### src/rtl/cfgx_pkg.sv
package cfgx_pkg;

    typedef enum logic [1:0] {
        SZ_BYTE = 2'd0,
        SZ_HALF = 2'd1,
        SZ_WORD = 2'd2
    } acc_size_e;

    typedef enum logic [1:0] {
        ST_IDLE  = 2'd0,
        ST_ISSUE = 2'd1,
        ST_WAIT  = 2'd2,
        ST_DONE  = 2'd3
    } ctrl_state_e;

endpackage

### src/rtl/cfgx_index_xlate.sv
module cfgx_index_xlate #(
    parameter int W       = 32,
    parameter int SEL_LSB = 11,
    parameter int LO_W    = 3
) (
    input  logic [W-1:0]    ptr,
    input  logic [LO_W-1:0] acc_lo,
    output logic [W-1:0]    xl_addr,
    output logic            xl_hit
);
    localparam int DEV_W = $clog2(W);
    localparam int FN_LSB = SEL_LSB - 3;

    logic [DEV_W-1:0] dev_num;
    logic             dev_found;

    // Lowest set select bit wins.
    always_comb begin
        dev_num   = '0;
        dev_found = 1'b0;
        for (int i = SEL_LSB; i < W; i++) begin
            if (!dev_found && ptr[i]) begin
                dev_num   = DEV_W'(i);
                dev_found = 1'b1;
            end
        end
    end

    always_comb begin
        xl_addr = '0;
        xl_hit  = 1'b1;
        if (ptr[W-1]) begin
            xl_addr = ptr | {{(W-2){1'b0}}, acc_lo[1:0]};
        end else if (ptr[0]) begin
            xl_addr = {ptr[W-1:LO_W], acc_lo};
        end else begin
            xl_addr[SEL_LSB +: DEV_W]    = dev_num;
            xl_addr[SEL_LSB-1:FN_LSB]    = ptr[SEL_LSB-1:FN_LSB];
            xl_addr[FN_LSB-1:LO_W]       = ptr[FN_LSB-1:LO_W];
            xl_addr[LO_W-1:0]            = acc_lo;
            xl_hit                       = dev_found;
        end
    end
endmodule

### src/rtl/cfgx_wr_lane.sv
module cfgx_wr_lane
    import cfgx_pkg::*;
#(
    parameter int W = 32
) (
    input  logic [1:0]            size,
    input  logic [$clog2(W/8)-1:0] lo,
    input  logic [W-1:0]          wr_in,
    output logic [W/8-1:0]        be,
    output logic [W-1:0]          bit_mask,
    output logic [W-1:0]          wr_lane
);
    localparam int NB = W / 8;

    logic [NB-1:0] size_be;
    logic [W-1:0]  size_bits;

    always_comb begin
        unique case (acc_size_e'(size))
            SZ_BYTE: size_be = NB'(1);
            SZ_HALF: size_be = NB'(3);
            default: size_be = '1;
        endcase
    end

    assign be = size_be << lo;

    for (genvar b = 0; b < NB; b++) begin : g_bytes
        assign size_bits[8*b +: 8] = {8{size_be[b]}};
        assign bit_mask[8*b +: 8]  = {8{be[b]}};
    end

    assign wr_lane = (wr_in & size_bits) << {lo, 3'b000};
endmodule

### src/rtl/cfgx_rd_lane.sv
module cfgx_rd_lane
    import cfgx_pkg::*;
#(
    parameter int W = 32
) (
    input  logic [1:0]             size,
    input  logic [$clog2(W/8)-1:0] lo,
    input  logic [W-1:0]           rd_raw,
    output logic [W-1:0]           rd_out
);
    logic [W-1:0] keep;

    always_comb begin
        unique case (acc_size_e'(size))
            SZ_BYTE: keep = W'(32'h0000_00FF);
            SZ_HALF: keep = W'(32'h0000_FFFF);
            default: keep = '1;
        endcase
    end

    assign rd_out = (rd_raw >> {lo, 3'b000}) & keep;
endmodule

### src/rtl/cfgx_ctrl_fsm.sv
module cfgx_ctrl_fsm
    import cfgx_pkg::*;
(
    input  logic clk,
    input  logic rst_n,
    input  logic host_valid,
    input  logic to_index,
    input  logic has_target,
    input  logic lat_we,
    input  logic req_ready,
    input  logic rsp_valid,
    output logic accept,
    output logic req_valid,
    output logic ack,
    output logic take_rsp
);
    ctrl_state_e state, state_nx;

    always_ff @(posedge clk or negedge rst_n) begin
        if (!rst_n) state <= ST_IDLE;
        else        state <= state_nx;
    end

    always_comb begin
        state_nx = state;
        unique case (state)
            ST_IDLE: begin
                if (host_valid) begin
                    if (to_index || !has_target) state_nx = ST_DONE;
                    else                         state_nx = ST_ISSUE;
                end
            end
            ST_ISSUE: begin
                if (req_ready) begin
                    if (lat_we || rsp_valid) state_nx = ST_DONE;
                    else                     state_nx = ST_WAIT;
                end
            end
            ST_WAIT: begin
                if (rsp_valid) state_nx = ST_DONE;
            end
            ST_DONE: state_nx = ST_IDLE;
            default: state_nx = ST_IDLE;
        endcase
    end

    always_comb begin
        accept    = (state == ST_IDLE) && host_valid;
        req_valid = (state == ST_ISSUE);
        ack       = (state == ST_DONE);
        take_rsp  = ((state == ST_ISSUE) && req_ready && !lat_we && rsp_valid)
                  || ((state == ST_WAIT) && rsp_valid);
    end
endmodule

### src/rtl/pci_cfg_xlate.sv
module pci_cfg_xlate #(
    parameter int W       = 32,
    parameter int SEL_LSB = 11,
    parameter int LO_W    = 3
) (
    input  logic            clk,
    input  logic            rst_n,
    input  logic            host_valid,
    input  logic            host_win,
    input  logic            host_we,
    input  logic [LO_W-1:0] host_addr,
    input  logic [1:0]      host_size,
    input  logic [W-1:0]    host_wdata,
    output logic [W-1:0]    host_rdata,
    output logic            host_ack,
    output logic            cfg_req_valid,
    input  logic            cfg_req_ready,
    output logic            cfg_req_we,
    output logic [W-1:0]    cfg_req_addr,
    output logic [W/8-1:0]  cfg_req_be,
    output logic [W-1:0]    cfg_req_wdata,
    input  logic            cfg_rsp_valid,
    input  logic [W-1:0]    cfg_rsp_data
);
    localparam int NB   = W / 8;
    localparam int BL_W = $clog2(NB);

    logic [W-1:0]    ptr_q;
    logic            lat_we;
    logic [BL_W-1:0] lat_lo;
    logic [1:0]      lat_size;
    logic [W-1:0]    addr_q;
    logic [NB-1:0]   be_q;
    logic [W-1:0]    wdata_q;
    logic [W-1:0]    rdata_q;

    logic [W-1:0]    xl_addr;
    logic            xl_hit;
    logic [NB-1:0]   hw_be;
    logic [W-1:0]    hw_mask;
    logic [W-1:0]    hw_lane;
    logic [W-1:0]    hr_raw;
    logic [W-1:0]    hr_out;
    logic [W-1:0]    rs_out;
    logic            accept;
    logic            take_rsp;

    cfgx_index_xlate #(.W(W), .SEL_LSB(SEL_LSB), .LO_W(LO_W)) u_xlate (
        .ptr     (ptr_q),
        .acc_lo  (host_addr),
        .xl_addr (xl_addr),
        .xl_hit  (xl_hit)
    );

    cfgx_wr_lane #(.W(W)) u_wr_lane (
        .size     (host_size),
        .lo       (host_addr[BL_W-1:0]),
        .wr_in    (host_wdata),
        .be       (hw_be),
        .bit_mask (hw_mask),
        .wr_lane  (hw_lane)
    );

    // Index reads align the pointer; no-target reads align all ones.
    assign hr_raw = host_win ? '1 : ptr_q;

    cfgx_rd_lane #(.W(W)) u_rd_host (
        .size   (host_size),
        .lo     (host_addr[BL_W-1:0]),
        .rd_raw (hr_raw),
        .rd_out (hr_out)
    );

    cfgx_rd_lane #(.W(W)) u_rd_rsp (
        .size   (lat_size),
        .lo     (lat_lo),
        .rd_raw (cfg_rsp_data),
        .rd_out (rs_out)
    );

    cfgx_ctrl_fsm u_fsm (
        .clk        (clk),
        .rst_n      (rst_n),
        .host_valid (host_valid),
        .to_index   (!host_win),
        .has_target (xl_hit),
        .lat_we     (lat_we),
        .req_ready  (cfg_req_ready),
        .rsp_valid  (cfg_rsp_valid),
        .accept     (accept),
        .req_valid  (cfg_req_valid),
        .ack        (host_ack),
        .take_rsp   (take_rsp)
    );

    always_ff @(posedge clk or negedge rst_n) begin
        if (!rst_n) begin
            ptr_q    <= '0;
            lat_we   <= 1'b0;
            lat_lo   <= '0;
            lat_size <= '0;
            addr_q   <= '0;
            be_q     <= '0;
            wdata_q  <= '0;
            rdata_q  <= '0;
        end else begin
            if (accept) begin
                lat_we   <= host_we;
                lat_lo   <= host_addr[BL_W-1:0];
                lat_size <= host_size;
                addr_q   <= xl_addr;
                be_q     <= hw_be;
                wdata_q  <= hw_lane;
                if (!host_win) begin
                    if (host_we) ptr_q <= (ptr_q & ~hw_mask) | (hw_lane & hw_mask);
                    else         rdata_q <= hr_out;
                end else if (!xl_hit && !host_we) begin
                    rdata_q <= hr_out;
                end
            end
            if (take_rsp) rdata_q <= rs_out;
        end
    end

    assign cfg_req_we    = lat_we;
    assign cfg_req_addr  = addr_q;
    assign cfg_req_be    = be_q;
    assign cfg_req_wdata = wdata_q;
    assign host_rdata    = rdata_q;
endmodule

### config.mk
export PLATFORM = sky130hd
export DESIGN_NAME = pci_cfg_xlate
export DESIGN_NICKNAME = d
export VERILOG_FILES = /design/src/rtl/cfgx_pkg.sv /design/src/rtl/cfgx_index_xlate.sv /design/src/rtl/cfgx_wr_lane.sv /design/src/rtl/cfgx_rd_lane.sv /design/src/rtl/cfgx_ctrl_fsm.sv /design/src/rtl/pci_cfg_xlate.sv
export SDC_FILE = /design/constraint.sdc
export NUM_CORES = 1
export LEC_CHECK = 0
export ABC_AREA = 0
export BUFFER_PORTS_ARGS = -buffer_cell sky130_fd_sc_hd__buf_4
export CORE_ASPECT_RATIO = 0.6
export CORE_UTILIZATION = 49
export DETAILED_ROUTE_END_ITERATION = 7
export PLACE_DENSITY = 0.89
export SETUP_SLACK_MARGIN = 0.2
export SLEW_MARGIN = 20
export SYNTH_ARGS = -nofsm -noshare
export SYNTH_HDL_FRONTEND = slang
export SYNTH_SLANG_ARGS = --single-unit
### constraint.sdc
create_clock -name clk -period 1.9 [get_ports clk]
set_clock_uncertainty 0.05 [all_clocks]
set_input_delay 0.38 -clock clk [delete_from_list [all_inputs] [get_ports clk]]
set_output_delay 0.38 -clock clk [all_outputs]
set_load 0.005 [all_outputs]
Word-level counts from Yosys, hierarchy flattened
Index checks and enable logic that the tools add are counted.
{ "totals": {"regBits": 139, "latch_bits": 0, "ramBits": 0, "rom_bits": 0, "input_bits": 76, "out_inout_bits": 103, "n_memories": 0} }
{ "op_classes": {"n_addsub": 0, "n_mul": 0, "div_mod_pow": 0, "order_cmp": 0, "eq_ne": 10, "shifts": 4, "n_mux": 62, "n_bitwise": 9, "n_reduce_logical": 60} }
{ "op_table": {"columns": ["cell", "count"], "rows": [
  ["2-to-1 mux 32 bit", 7],
  ["AND 32 bit", 5],
  ["one-hot mux 32 bit (2 select lines)", 2],
  ["2-to-1 mux 5 bit", 20],
  ["right shift 32 x 5 -> 32 bit", 2],
  ["NOT 32 bit", 1],
  ["bitwise OR 32 x 2 -> 32 bit", 1],
  ["bitwise OR 32 bit", 1],
  ["<< shifter 32 x 5 -> 32 bit", 1],
  ["logical AND 1 bit", 26],
  ["logical NOT 1 bit", 24],
  ["2-to-1 mux 1 bit", 24],
  ["2-to-1 mux 16 bit", 1],
  ["2-to-1 mux 15 bit", 1],
  ["AND reduction 3 bit", 3],
  ["2-to-1 mux 2 bit", 4],
  ["one-hot mux 2 bit (4 select lines)", 1],
  ["one-hot mux 4 bit (2 select lines)", 1],
  ["== test 2 x 1 -> 1 bit (second input constant)", 3],
  ["logical NOT 2 bit", 3],
  ["== test 2 bit (second input constant)", 2],
  ["2-to-1 mux 4 bit", 1],
  ["inequality test 2 bit (second input constant)", 2],
  ["<< shifter 4 x 2 -> 4 bit", 1],
  ["6 further kinds", 8]
]} }

Depth between registers and ports, before layout
{ "depth": {"ltp_word": 69, "ltp_mapped": 9, "ltp_nobuf": 7} }

Hierarchy
From an unflattened synthesis, not the netlist that was laid out.
{ "hier_totals": {"hier_cells": 772, "hier_area_um2": 8916.1} }
{ "by_module_without_submodules": {"columns": ["module", "instances", "cells_per_inst", "area_per_inst_um2"], "rows": [
  ["pci_cfg_xlate", 1, 397, 5982.0],
  ["cfgx_rd_lane", 2, 75, 650.6],
  ["cfgx_wr_lane", 1, 117, 864.6],
  ["cfgx_index_xlate", 1, 83, 526.8],
  ["cfgx_ctrl_fsm", 1, 25, 241.5]
]} }

Worst setup path after synthesis
Ideal clock, no wire load.
{ "synth_path": {"kind": "register -> register", "from": "register u_fsm.state[1]", "to": "register rdata_q[21] (netlist: host_rdata[21])", "arrival_time_ps": 1968, "setup_slack_ps": -184, "path_stages_with_launch": 10, "path_buffers": 2, "period_less_slack_ps": 2084, "cell_sequence": "dfrtp_1 -> inv_1 -> ha_1 -> and3b_1 -> o21ai_0 -> clkbuf_1 -> nand3_1 -> nor2_2 -> buf_4 -> a221o_1"} }
{ "synth_via": {"elab_chain_cells": 7, "word_cells_on_any_way": 14, "cone_classes": "eq/ne: 4; mux: 1; reduce/logical: 9"} }
{ "synth_lines": {"columns": ["item", "line_no", "text"], "rows": [
  ["from (decl)", "cfgx_ctrl_fsm.sv:17", "ctrl_state_e state, state_nx;"],
  ["from (signal assigned)", "cfgx_ctrl_fsm.sv:21", "else state <= state_nx;"],
  ["== test 2 x 1 -> 1 bit *", null, null],
  ["named net cfg_req_valid", "pci_cfg_xlate.sv:16", "output logic cfg_req_valid,"],
  ["logical AND 1 bit * (3 in a row)", "cfgx_ctrl_fsm.sv:51", "take_rsp = ((state == ST_ISSUE) && req_ready && !lat_we && rsp_valid)"],
  ["logical OR 1 bit *", "cfgx_ctrl_fsm.sv:52", "|| ((state == ST_WAIT) && rsp_valid);"],
  ["inequality test 3 x 1 -> 1 bit (no source line) (tied with other cells)", null, null],
  ["AND reduction 3 bit (no source line)", null, null],
  ["to (signal assigned)", "pci_cfg_xlate.sv:116", "else rdata_q <= hr_out;"],
  ["to (signal assigned)", "pci_cfg_xlate.sv:118", "rdata_q <= hr_out;"],
  ["to (signal assigned)", "pci_cfg_xlate.sv:121", "if (take_rsp) rdata_q <= rs_out;"],
  ["to (decl)", "pci_cfg_xlate.sv:35", "logic [W-1:0] rdata_q;"]
]} }
Mark *: on every way through the listed nets, which the timed path passes. The rest lies on a longest branch.
A chain may end at the register's enable or synchronous reset.

Worst setup path after layout
{ "layout_path": {"from": "register u_fsm.state[0]", "to": "register rdata_q[20] (netlist: host_rdata[20])"} }
{ "layout_via": {"elab_chain_cells": 7, "word_cells_on_any_way": 14, "cone_classes": "eq/ne: 4; mux: 1; reduce/logical: 9"} }
{ "layout_lines": {"columns": ["item", "line_no"], "rows": [
  ["== test 2 x 1 -> 1 bit", "cfgx_ctrl_fsm.sv:51"],
  ["logical AND 1 bit (3 in a row)", "cfgx_ctrl_fsm.sv:51"],
  ["logical OR 1 bit", "cfgx_ctrl_fsm.sv:52"],
  ["inequality test 3 x 1 -> 1 bit (no source line) (tied with other cells)", null],
  ["AND reduction 3 bit (no source line)", null]
]} }
Several ways; a longest one is shown, not always the timed one.

==> impl_metrics.toml <==
[route]
routedWlPerCell_um = 24.9
detailroute.via_count = 7963
drtPass1Iterations = 6
drt_iter0_markers = 1396
route.final.wire_length_um = 30000
ant_nets = 0
remaining_drc_errors = 0
vias_per_cell = 6.62

[synthesis]
yosys_most_used_dff = "dfrtp_1"
synth_top_family_by_area = "compound AO/OA/AOI/OAI gates"
synth.yosys.warnings = 0
synth.lib_cells_used.distinct = 53
synthesis.nets = 837
syn-mean-instance-area_um2 = 9.57
synthCells = 756
syn-cell-area_um2 = 7240
synthMuxAreaShare_pct = 9.66
synthSimpleGateAreaFrac_pct = 15.7
post_synthesis_compound_gate_area_fraction_pct = 21.5
synth-xor-area-share_pct = 0
synth.ff_latch_count = 139
synth-async-reset-ratio_pct = 100
post_synth_edffs = 0
post_synth_fa_ha_maj_area_fraction_pct = 0.864
synth_sequential_area_ratio_pct = 48.1

[sta]
finalSetupViolations = 33
worst-slew-pin-transition_ns = 1.12
max_freq_ghz = 0.502
maxSlewViolCount = 0
setup_repair_after_global_routing_missed_its_margin = "yes"
hold_ws_ns = 0.176
period_minus_slack_ns = 1.99
period_share_pct = 105
timing.max_slew.rel_slack_pct = 25.5
hold_viol = 0
postLayoutSetupSlackWorst_ns = -0.0929

[pwr]
worst_ir_drop_vdd_v = 0.000785
power_leakage_nw = 5.09
power.density_cell_area_nw_per_um2 = 1710

[global_route]
global_route.overflow_total = 0
grt_antenna_before_repair = 1
first_global_vias = 7299
grt_first_pass_wirelength_um = 41600
grt_max_degree = 52
grt_util_all_layers_pct = 36.5

[placement]
hpwlAfterDp_um = 19000
placedInstanceArea_um2 = 9300
place_congestion = 1.00
pre_cts_slack_ns = -0.0287
io_buffers = 178

[floorplanning]
rows = 33
pin_count = 179
initial_utilization_pct = 51.6
die-height_um = 96.1
die_w_um = 159
core_um2 = 14000
die_area_um2 = 15300

[clocking]
cts_max_path_buffers = 2
clock-root-buffer = "clkbuf_16"
worstSkewPairLatency_ns = 0.43
numCtsBuffers = 17
cts_tree = "done"
cts_num_sinks = 139
clock_tree.htree_level_count = 4
cts.clk_slew.worst_paths_ns = 0.06

[worst_setup_path]
required_ns = 2.16
critical-path-max-stage-delay_ns = 0.42
worst_path_slowest_cell = "dfrtp_1"
worstReg2RegStart = "u_fsm.state[0]"
crit_chain = "inv_2, ha_4, and3b_2, nand4_1, o21ai_4, nor2_4, a221o_1"
cp_top_family = "compound AO/OA/AOI/OAI gates"
critPathMaxFanout = 16
critPathLaunchType = "register"
startpoint = "u_fsm.state[0]"
timing.setup.critical_path_class = "register to register"
path_buf_inv = 1
critical_path.endpoint_type = "register"
cp.arrival_ns = 2.25

[outcome]
violated_checks = "negative setup slack"
run_status = "complete, but fails checks"

[finish]
share_of_cells_above_drive_strength_1_pct = 44.2
num_antenna_cells = 0
multi_input_comb_area_um2 = 4060
register_area_um2 = 3480
num-fill-cells = 802
nets = 1079
synthesis_to_layout_area_growth_pct = 49.7
final_design_area_no_fill_um2 = 10800

[worst_hold_path]
hold_path_startpoint = "host_we"
min-delay-path-class = "input port to register"

[job]
timing.max_cap.violations = 0
-- worst min-delay path, cell delays in order --
cell	delay, ns
buf_4	0.13
nand2_1	0.05
nand2_1	0.06
-- cell type report --
type,count,area share (%)
repair buffers,279,21.6
flip-flops and latches,139,32.1
clock inverters,9,1.44
clock buffers,23,4.69
multi-input cells,546,37.4
inverters,15,0.520
well taps,192,2.22
-- per-layer routing --
| metal | wire length [um] | GRT usage, % |
|---|---|---|
| met2 | 12800 | 53.9 |
| met5 | 24 | 0 |
| met3 | 4380 | 15.0 |
| met1 | 11300 | 48.3 |
| met4 | 1430 | 13.1 |
-- synthesized netlist by cell type (all sizes together), types with 6 or more instances --
cell	count	area, um^2
o22ai	11	68.8
a21oi	36	180
nor2	57	226
o2111ai	8	70.1
a22oi	8	60.1
nand3	9	45.0
nand2	141	529
mux2i	17	170
and2	11	68.8
inv	15	56.3
clkbuf	36	135
o21ai	85	437
mux2	31	349
buf	21	113
nand3b	6	45.0
a221o	16	160
mux4	8	180
dfrtp	139	3480
o211ai	17	128
o221ai	9	78.8
a22o	22	193
-- cells in the final DEF, fill, tap and decap left out, drive strengths merged, types with 2 or more instances in the layout --
| cell | count |
|---|---|
| clkinvlp | 3 |
| nor2b | 5 |
| o22ai | 11 |
| a21oi | 36 |
| mux4 | 8 |
| and3b | 2 |
| inv | 16 |
| a31oi | 2 |
| clkbuf | 25 |
| nand3b | 6 |
| o2111ai | 8 |
| or2 | 2 |
| buf | 276 |
| mux2 | 31 |
| nand2 | 142 |
| a221o | 16 |
| o211ai | 17 |
| o21bai | 2 |
| o221ai | 9 |
| o21a | 4 |
| dfrtp | 139 |
| ha | 5 |
| nor3 | 3 |
| bufinv | 4 |
| nor2 | 57 |
| nand2b | 4 |
| a2111oi | 2 |
| a21o | 2 |
| a32oi | 3 |
| nor4 | 5 |
| mux2i | 17 |
| and2 | 11 |
| o31ai | 4 |
| a22o | 22 |
| o21ai | 85 |
| a22oi | 8 |
| a211oi | 2 |
| nand3 | 9 |
-- cell families after synthesis --
| kind of cell | Yosys count |
|---|---|
| flops | 139 |
| simple gates | 249 |
| compound gates | 235 |
| fa+ha+maj | 5 |
| buf+inv | 72 |
| mux | 56 |
-- worst paths after layout --
| path | end | depth (start not counted) | slack [ns] |
|---|---|---|---|
| setup / recovery | host_rdata[20] | 7 | -0.09 |
| hold reg to reg | cfg_req_addr[7] | 2 | 0.43 |
| setup reg to reg | host_rdata[20] | 7 | -0.09 |
| hold / removal | cfg_req_we | 3 | 0.18 |
| min in group asynchronous | cfg_req_addr[31] | 2 | 0.42 |
| max in group asynchronous | asynchronous set/reset pin | 3 | 0.77 |
-- power by group --
group | switching [mW] | internal, mW
registers | 1.28 | 4.31
logic | 4.71 | 4.53
clock network | 1.32 | 2.41
total | 7.31 | 11.2
-- metrics by stage --
step	total power [mW]	cells	setup TNS (ns)	utilization (%)
6_report	18.6	1203	-1.19	77.2
5_1_grt	19.2	1203	-3.14	77.2
4_1_cts	16.9	1191	-0.0104	73.0
3_5_place_dp	12.7	1148	-0.252	66.2
3_3_place_gp	12.4	1148	0	66.2
2_1_floorplan	8.75	756	-0.124	-
-- repair_timing --
action | CTS | global route
buffers inserted | 10 | 9
hold buffers | 1 | 0
pin swaps | 27 | 35
endpoints found under the hold margin | 48 | 0
gates cloned | 0 | 3
gates resized for setup | 58 | 124
endpoints found under the setup margin | 84 | 128
Note: power is estimated with default switching activity, not from simulation.
